File: src/rtl/sfifo_pkg.sv
package sfifo_pkg;
  // Strobes from the control side to the sample store
  typedef struct packed {
    logic push;    // store the incoming sample
    logic pop;     // retire the word in location 0
    logic clear;   // empty the store
    logic evalAf;  // re-evaluate almost-full this cycle
  } fifoCmd_t;
endpackage

File: src/rtl/sfifo_store.sv
module sfifo_store
  import sfifo_pkg::*;
#(
  parameter int DATA_W = 12,
  parameter int DEPTH  = 8,
  localparam int IDX_W = $clog2(DEPTH),
  localparam int CNT_W = IDX_W + 1
) (
  input  logic              clk,
  input  logic              rst,
  input  fifoCmd_t          cmd,
  input  logic [DATA_W-1:0] wrWord,
  input  logic              wrOor,
  output logic [CNT_W-1:0]  count,
  output logic [DATA_W-1:0] headWord,
  output logic              headOor,
  output logic              anyOor
);
  logic [DEPTH-1:0][DATA_W-1:0] dataQ, dataD;
  logic [DEPTH-1:0]             oorQ, oorD;
  logic [DEPTH-1:0]             validMask;
  logic [CNT_W-1:0]             countQ, countD, wrIdx;
  logic                         shiftNow;

  // location i holds a valid word when i < count
  for (genvar i = 0; i < DEPTH; i++) begin : g_valid
    assign validMask[i] = (CNT_W'(i) < countQ);
  end

  // a pop of the only word leaves location 0 in place so it can still be read
  assign shiftNow = cmd.pop && (countQ > CNT_W'(1));
  assign wrIdx    = countQ - CNT_W'(cmd.pop);

  always_comb begin
    dataD = dataQ;
    oorD  = oorQ;
    if (shiftNow) begin
      for (int i = 0; i < DEPTH - 1; i++) begin
        dataD[i] = dataQ[i+1];
        oorD[i]  = oorQ[i+1];
      end
    end
    if (cmd.push) begin
      dataD[wrIdx[IDX_W-1:0]] = wrWord;
      oorD[wrIdx[IDX_W-1:0]]  = wrOor;
    end
    countD = countQ + CNT_W'(cmd.push) - CNT_W'(cmd.pop);
  end

  always_ff @(posedge clk) begin
    if (rst || cmd.clear) begin
      dataQ  <= '0;
      oorQ   <= '0;
      countQ <= '0;
    end else begin
      dataQ  <= dataD;
      oorQ   <= oorD;
      countQ <= countD;
    end
  end

  assign count    = countQ;
  assign headWord = dataQ[0];
  assign headOor  = oorQ[0] && (countQ != '0);
  assign anyOor   = |(oorQ & validMask);

  // occupancy stays within the store
  a_r1_count_bound: assert property (@(posedge clk) disable iff (rst)
    countQ <= CNT_W'(DEPTH));
  // the control side never stores into a full queue without retiring one
  a_r2_no_push_full: assert property (@(posedge clk) disable iff (rst)
    (cmd.push && countQ == CNT_W'(DEPTH)) |-> cmd.pop);
  // nothing is retired from an empty queue
  a_r3_no_pop_empty: assert property (@(posedge clk) disable iff (rst)
    (countQ == '0) |-> !cmd.pop);
  // location 0 is kept while empty
  a_r3_head_hold: assert property (@(posedge clk) disable iff (rst)
    (countQ == '0 && !cmd.push && !cmd.clear) |=> $stable(dataQ[0]));
endmodule

File: src/rtl/sfifo_ctrl.sv
module sfifo_ctrl
  import sfifo_pkg::*;
#(
  parameter int DATA_W = 12,
  parameter int DEPTH  = 8,
  localparam int IDX_W = $clog2(DEPTH),
  localparam int CNT_W = IDX_W + 1
) (
  input  logic              clk,
  input  logic              rst,
  input  logic              eocStrobe,
  input  logic              chipSel,
  input  logic              rdStrobe,
  input  logic              wrStrobe,
  input  logic              addrSel,
  input  logic [DATA_W-1:0] wrData,
  input  logic              busyN,
  input  logic [CNT_W-1:0]  count,
  input  logic [DATA_W-1:0] headWord,
  input  logic              headOor,
  input  logic              anyOor,
  output fifoCmd_t          cmd,
  output logic [DATA_W-1:0] rdData,
  output logic              busDrive,
  output logic              almostFullN
);
  // positions of the status/control fields
  localparam int B_AFN  = 11;
  localparam int B_AFC  = 8;
  localparam int B_MASK = 7;
  localparam int B_OVR  = 6;
  localparam int B_ANY  = 5;
  localparam int B_EMP  = 4;
  localparam int B_HEAD = 3;

  logic [IDX_W-1:0]  afCodeQ;
  logic              afMaskQ, allowBusyQ, overrunQ, afMatchQ;
  logic              dataRead, statusRead, ctrlWrite, swReset, isEmpty;
  logic [CNT_W-1:0]  afterCount;
  logic [IDX_W-1:0]  topIdx;
  logic [DATA_W-1:0] statusWord;

  assign dataRead   = chipSel && rdStrobe && !addrSel;
  assign statusRead = chipSel && rdStrobe && addrSel;
  assign ctrlWrite  = chipSel && wrStrobe && addrSel;
  assign swReset    = ctrlWrite && wrData[B_OVR];
  assign isEmpty    = (count == '0);

  always_comb begin
    cmd.clear  = swReset;
    cmd.pop    = dataRead && !isEmpty && !swReset;
    cmd.push   = eocStrobe && !swReset &&
                 ((count < CNT_W'(DEPTH)) || cmd.pop);
    cmd.evalAf = eocStrobe && !swReset;
    afterCount = count + CNT_W'(cmd.push) - CNT_W'(cmd.pop);
  end

  always_ff @(posedge clk) begin
    if (rst || swReset) begin
      afCodeQ    <= '0;
      afMaskQ    <= 1'b0;
      allowBusyQ <= 1'b1;
      overrunQ   <= 1'b0;
      afMatchQ   <= 1'b0;
    end else begin
      if (ctrlWrite) begin
        afCodeQ    <= wrData[B_AFC +: IDX_W];
        afMaskQ    <= wrData[B_MASK];
        allowBusyQ <= wrData[B_ANY];
      end
      if (eocStrobe && !cmd.push) overrunQ <= 1'b1;
      if (cmd.evalAf)
        afMatchQ <= (afterCount == CNT_W'(afCodeQ) + CNT_W'(1));
    end
  end

  assign almostFullN = !(afMatchQ && !afMaskQ);
  assign topIdx      = isEmpty ? '0 : IDX_W'(count - CNT_W'(1));

  always_comb begin
    statusWord                 = '0;
    statusWord[B_AFN]          = almostFullN;
    statusWord[B_AFC +: IDX_W] = afCodeQ;
    statusWord[B_MASK]         = afMaskQ;
    statusWord[B_OVR]          = overrunQ;
    statusWord[B_ANY]          = anyOor;
    statusWord[B_EMP]          = isEmpty;
    statusWord[B_HEAD]         = headOor;
    statusWord[IDX_W-1:0]      = topIdx;
  end

  assign rdData   = addrSel ? statusWord : headWord;
  assign busDrive = chipSel && rdStrobe && (busyN || allowBusyQ);

  // the lost-sample flag is sticky
  a_r2_overrun_sticky: assert property (@(posedge clk) disable iff (rst)
    (overrunQ && !swReset) |=> overrunQ);
  // almost-full state moves only on a conversion strobe
  a_r5_af_eoc_only: assert property (@(posedge clk) disable iff (rst)
    (!eocStrobe && !swReset) |=> $stable(afMatchQ));
  // a status read leaves the queue alone
  a_r10_status_quiet: assert property (@(posedge clk) disable iff (rst)
    (statusRead && !eocStrobe && !wrStrobe) |=> $stable(count));
  // a software reset empties the queue and releases almost-full
  a_r7_soft_reset: assert property (@(posedge clk) disable iff (rst)
    swReset |=> (count == '0 && almostFullN));
endmodule

File: src/rtl/sample_fifo_host.sv
module sample_fifo_host
  import sfifo_pkg::*;
#(
  parameter int DATA_W = 12,
  parameter int DEPTH  = 8,
  localparam int CNT_W = $clog2(DEPTH) + 1
) (
  input  logic              clk,
  input  logic              rst,
  input  logic              eocStrobe,
  input  logic [DATA_W-1:0] sampleIn,
  input  logic              sampleOor,
  input  logic              chipSel,
  input  logic              rdStrobe,
  input  logic              wrStrobe,
  input  logic              addrSel,
  input  logic [DATA_W-1:0] wrData,
  input  logic              busyN,
  output logic [DATA_W-1:0] rdData,
  output logic              busDrive,
  output logic              almostFullN
);
  fifoCmd_t          cmd;
  logic [CNT_W-1:0]  count;
  logic [DATA_W-1:0] headWord;
  logic              headOor, anyOor;

  sfifo_ctrl #(.DATA_W(DATA_W), .DEPTH(DEPTH)) u_ctrl (
    .clk(clk), .rst(rst), .eocStrobe(eocStrobe), .chipSel(chipSel),
    .rdStrobe(rdStrobe), .wrStrobe(wrStrobe), .addrSel(addrSel),
    .wrData(wrData), .busyN(busyN), .count(count), .headWord(headWord),
    .headOor(headOor), .anyOor(anyOor), .cmd(cmd), .rdData(rdData),
    .busDrive(busDrive), .almostFullN(almostFullN)
  );

  sfifo_store #(.DATA_W(DATA_W), .DEPTH(DEPTH)) u_store (
    .clk(clk), .rst(rst), .cmd(cmd), .wrWord(sampleIn), .wrOor(sampleOor),
    .count(count), .headWord(headWord), .headOor(headOor), .anyOor(anyOor)
  );
endmodule

File: config.mk
export PLATFORM = sky130hd
export DESIGN_NAME = sample_fifo_host
export DESIGN_NICKNAME = d
export VERILOG_FILES = /design/src/rtl/sfifo_pkg.sv /design/src/rtl/sfifo_store.sv /design/src/rtl/sfifo_ctrl.sv /design/src/rtl/sample_fifo_host.sv
export SDC_FILE = /design/constraint.sdc
export NUM_CORES = 1
export LEC_CHECK = 0
export ABC_AREA = 1
export BUFFER_PORTS_ARGS = -buffer_cell sky130_fd_sc_hd__buf_4
export CORE_MARGIN = 2
export CORE_UTILIZATION = 40
export CTS_CLUSTER_SIZE = 14
export DETAILED_ROUTE_END_ITERATION = 12
export GPL_TIMING_DRIVEN = 0
export HOLD_SLACK_MARGIN = 0.06
export SLEW_MARGIN = 20
export SYNTH_ARGS = -nofsm -noshare
export SYNTH_HDL_FRONTEND = slang
export SYNTH_SLANG_ARGS = --single-unit
File: constraint.sdc
create_clock -name clk -period 6.28 [get_ports clk]
set_input_delay 1.256 -clock clk [delete_from_list [all_inputs] [get_ports clk]]
set_output_delay 1.256 -clock clk [all_outputs]
set_load 0.02 [all_outputs]
==> flow_summary.yaml <==
status:
  status: "completed"
setup_path:
  critPathMaxFanout: 10
  arrival_ps: 2760
  cp.required_ps: 5020
  crit_start: "u_store.count[3]"
  reg2reg_depth: 18
  critical_path_class: "reg -> out"
  r2r-end: "u_ctrl.afMatchQ"
  crit_path_end_kind: "output pin"
  r2r_setup_slack_ps: 2580
  crit-reg2reg-launch: "u_store.count[2]"
  worstSetupStartpointType: "flip-flop"
sta:
  rsz0062_at_grt: "false"
  skew_ps: 7.13
  setup_tns_ps: 0
  slew_violations: 0
  hold_viol_final: 0
  worst_pin_slew_ps: 691
  max_slew_margin_pct: 53.8
  period_share_pct: 64.0
  fmax_mhz: 249
  fin_crit_ps: 4020
  setup_viol: 0
clock_tree:
  htree_levels: 4
  cts_tree: "yes"
  cts-root-buf: "clkbuf_16"
  clkTransAtPathRegs_ps: 50
  cts_hold_buf: 0
  max-clock-path-buffers: 2
  post_cts_buffers: 0
  numCtsBuffers: 17
  cts.sinks: 115
  cts_resized: 0
  worst_skew_pair.late_latency_ps: 430
pwr:
  seq_power_share_pct: 29.6
  power.total_uw: 3050
  clock_power_share_pct: 34.6
  vdd_drop_max_uv: 263
  p_comb_share_pct: 35.8
  power.density_nw_per_um2: 377
  p_leak_uw: 0.00434
  p_sw_uw: 1190
  netSwitchingFraction_pct: 39.0
  p_int_uw: 1860
detailed_routing:
  viasPerCell: 4.75
  drt-total-wl_mm: 20.6
  drcViolationCount: 0
  vias: 6879
  drt_iter0_markers: 390
  first_pass_iters: 5
  ant_nets: 0
  wl_per_cell_um: 14.2
floorplanning:
  io_pins: 47
  die_w_um: 136
  start_util_pct: 40.6
  core_sq_um: 17200
  num_rows: 48
  dieArea_sq_um: 18500
  dieHeight_um: 136
synth:
  postSynthCellCount: 1163
  ys_warn_count: 0
  ys_ff_latch: 115
  seq_area_frac_synth_pct: 33.0
  synthDistinctLibCells: 30
  syn_area_per_cell_sq_um: 5.99
  synth_nets: 1206
  netlist_area_sq_um: 6970
grt:
  first_global_vias: 6430
  overflow: 0
  track_usage_pct: 23.2
  grt_max_degree: 17
  grt_pass1_wl_mm: 33.0
  antenna_found_initial: 0
hold_path:
  min_to: "u_ctrl.afMaskQ"
  hold_path_depth: 2
  holdCritPathClass: "reg -> reg"
  min_from: "u_ctrl.afMaskQ"
cells_and_area:
  nets: 1252
  final_cell_mix: "nand2_1 (449), nor2_1 (227), dfxtp_1 (115)"
  synthToLayoutAreaGrowth_pct: 16.1
  drive_gt1_share_pct: 11.3
  fin_util_pct: 47.1
  final_common_cell: "nand2_1"
  antenna_cells: 0
place:
  port_buffers: 27
  place_congestion: 0.832
  post-dp-hpwl_mm: 14.8
run:
  cap_violations: 0
[state kept, by name, summed over array words and instances, names as in the netlist]
register           cells
u_store.headWord      12
u_store.oorQ           8
u_ctrl.afMaskQ         1
u_store.dataQ         84
u_ctrl.afMatchQ        1
u_store.count          4
u_ctrl.allowBusyQ      1
u_ctrl.overrunQ        1
u_ctrl.afCodeQ         3
[area by class of cell]
type	count	area [sq um]
Fill cell	1848	9090
Multi-Input combinational cell	835	3730
Sequential cell	115	2300
Clock buffer	23	488
Inverter	130	488
Buffer	83	449
Tap cell	225	282
Timing Repair Buffer	27	203
Clock inverter	9	150
[cell families (layout without fill, tap and decap cells)]
| kind of cell | count (synthesis) | in the layout | share of synthesized area, % |
|---|---|---|---|
| adder cells (fa/ha/maj) | 10 | 10 | 1.90 |
| AO/OA/AOI/OAI | 25 | 25 | 1.85 |
| XOR/XNOR | 2 | 2 | 0.251 |
| AND/OR/NAND/NOR | 798 | 798 | 49.5 |
| flip-flops | 115 | 115 | 33.0 |
| buffers and inverters | 213 | 272 | 13.5 |
[metal layers]
metal / track usage, % / routed length [um] / vias to the layer above
met5: 0 / 0 / -
met1: 30.7 / 9970 / 3051
li1: - / - / 3663
met3: 4.10 / 819 / 32
met2: 38.2 / 9360 / 133
met4: 7.41 / 437 / 0
[metrics by stage]
step           instances  hold WS (ps)  area [sq um]  setup WS (ps)
4_1_cts             1447           469          8090           2260
3_3_place_gp        1415           458          7450           2110
3_5_place_dp        1415           460          7450           2090
6_report            1447           471          8090           2260
5_1_grt             1447           506          8090           2150
2_1_floorplan       1163           440          6970           2550
[worst max-delay path by stage]
stage,end,slack (ps),depth (start not counted)
after floorplan,u_ctrl.afMatchQ,2550,17
after global placement,u_ctrl.afMatchQ,2110,18
after detailed placement,u_ctrl.afMatchQ,2090,18
after CTS,rdData[5],2260,10
after global routing,rdData[5],2150,10
final,rdData[5],2260,10
[worst max-delay path: stages (launching register included)]
cell and delay (ps):
dfxtp_1 490, inv_1 140, ha_1 240, nand2_1 70, nand2_1 50, nand2_1 120
buf_2 260, clkbuf_1 460, a21oi_1 140, a21oi_1 200, buf_4 170
[power groups by stage]
stage               Clock [uW]  Combinational, uW  Sequential, uW
floorplan                    0                803             892
finish                    1060               1090             904
CTS                       1070               1080             903
global placement             0               1070             918
global route              1100               1230             915
detailed placement           0               1080             916
[cell usage after synthesis]
cell	number	area share, %
o21ai_1	1	0.072
nor2_4	1	0.16
a31oi_1	1	0.090
inv_1	90	4.8
fa_1	1	0.29
nand2_2	2	0.18
inv_2	1	0.054
clkbuf_2	1	0.072
clkinv_1	39	2.1
buf_2	52	3.7
o21ai_0	9	0.65
ha_1	9	1.6
a21oi_1	13	0.93
xnor2_1	1	0.13
nand2_8	1	0.29
nand4_4	8	2.4
nand3_2	2	0.29
nor2_1	227	12
nand2_1	449	24
xor2_1	1	0.13
nor2_8	1	0.29
dfxtp_1	115	33
buf_1	2	0.11
nor2_2	2	0.18
buf_4	1	0.11
nand4_1	95	8.5
o21a_1	1	0.11
nand3_1	10	0.72
buf_6	9	1.5
clkbuf_1	18	0.97
(Power assumes the default switching activity.)
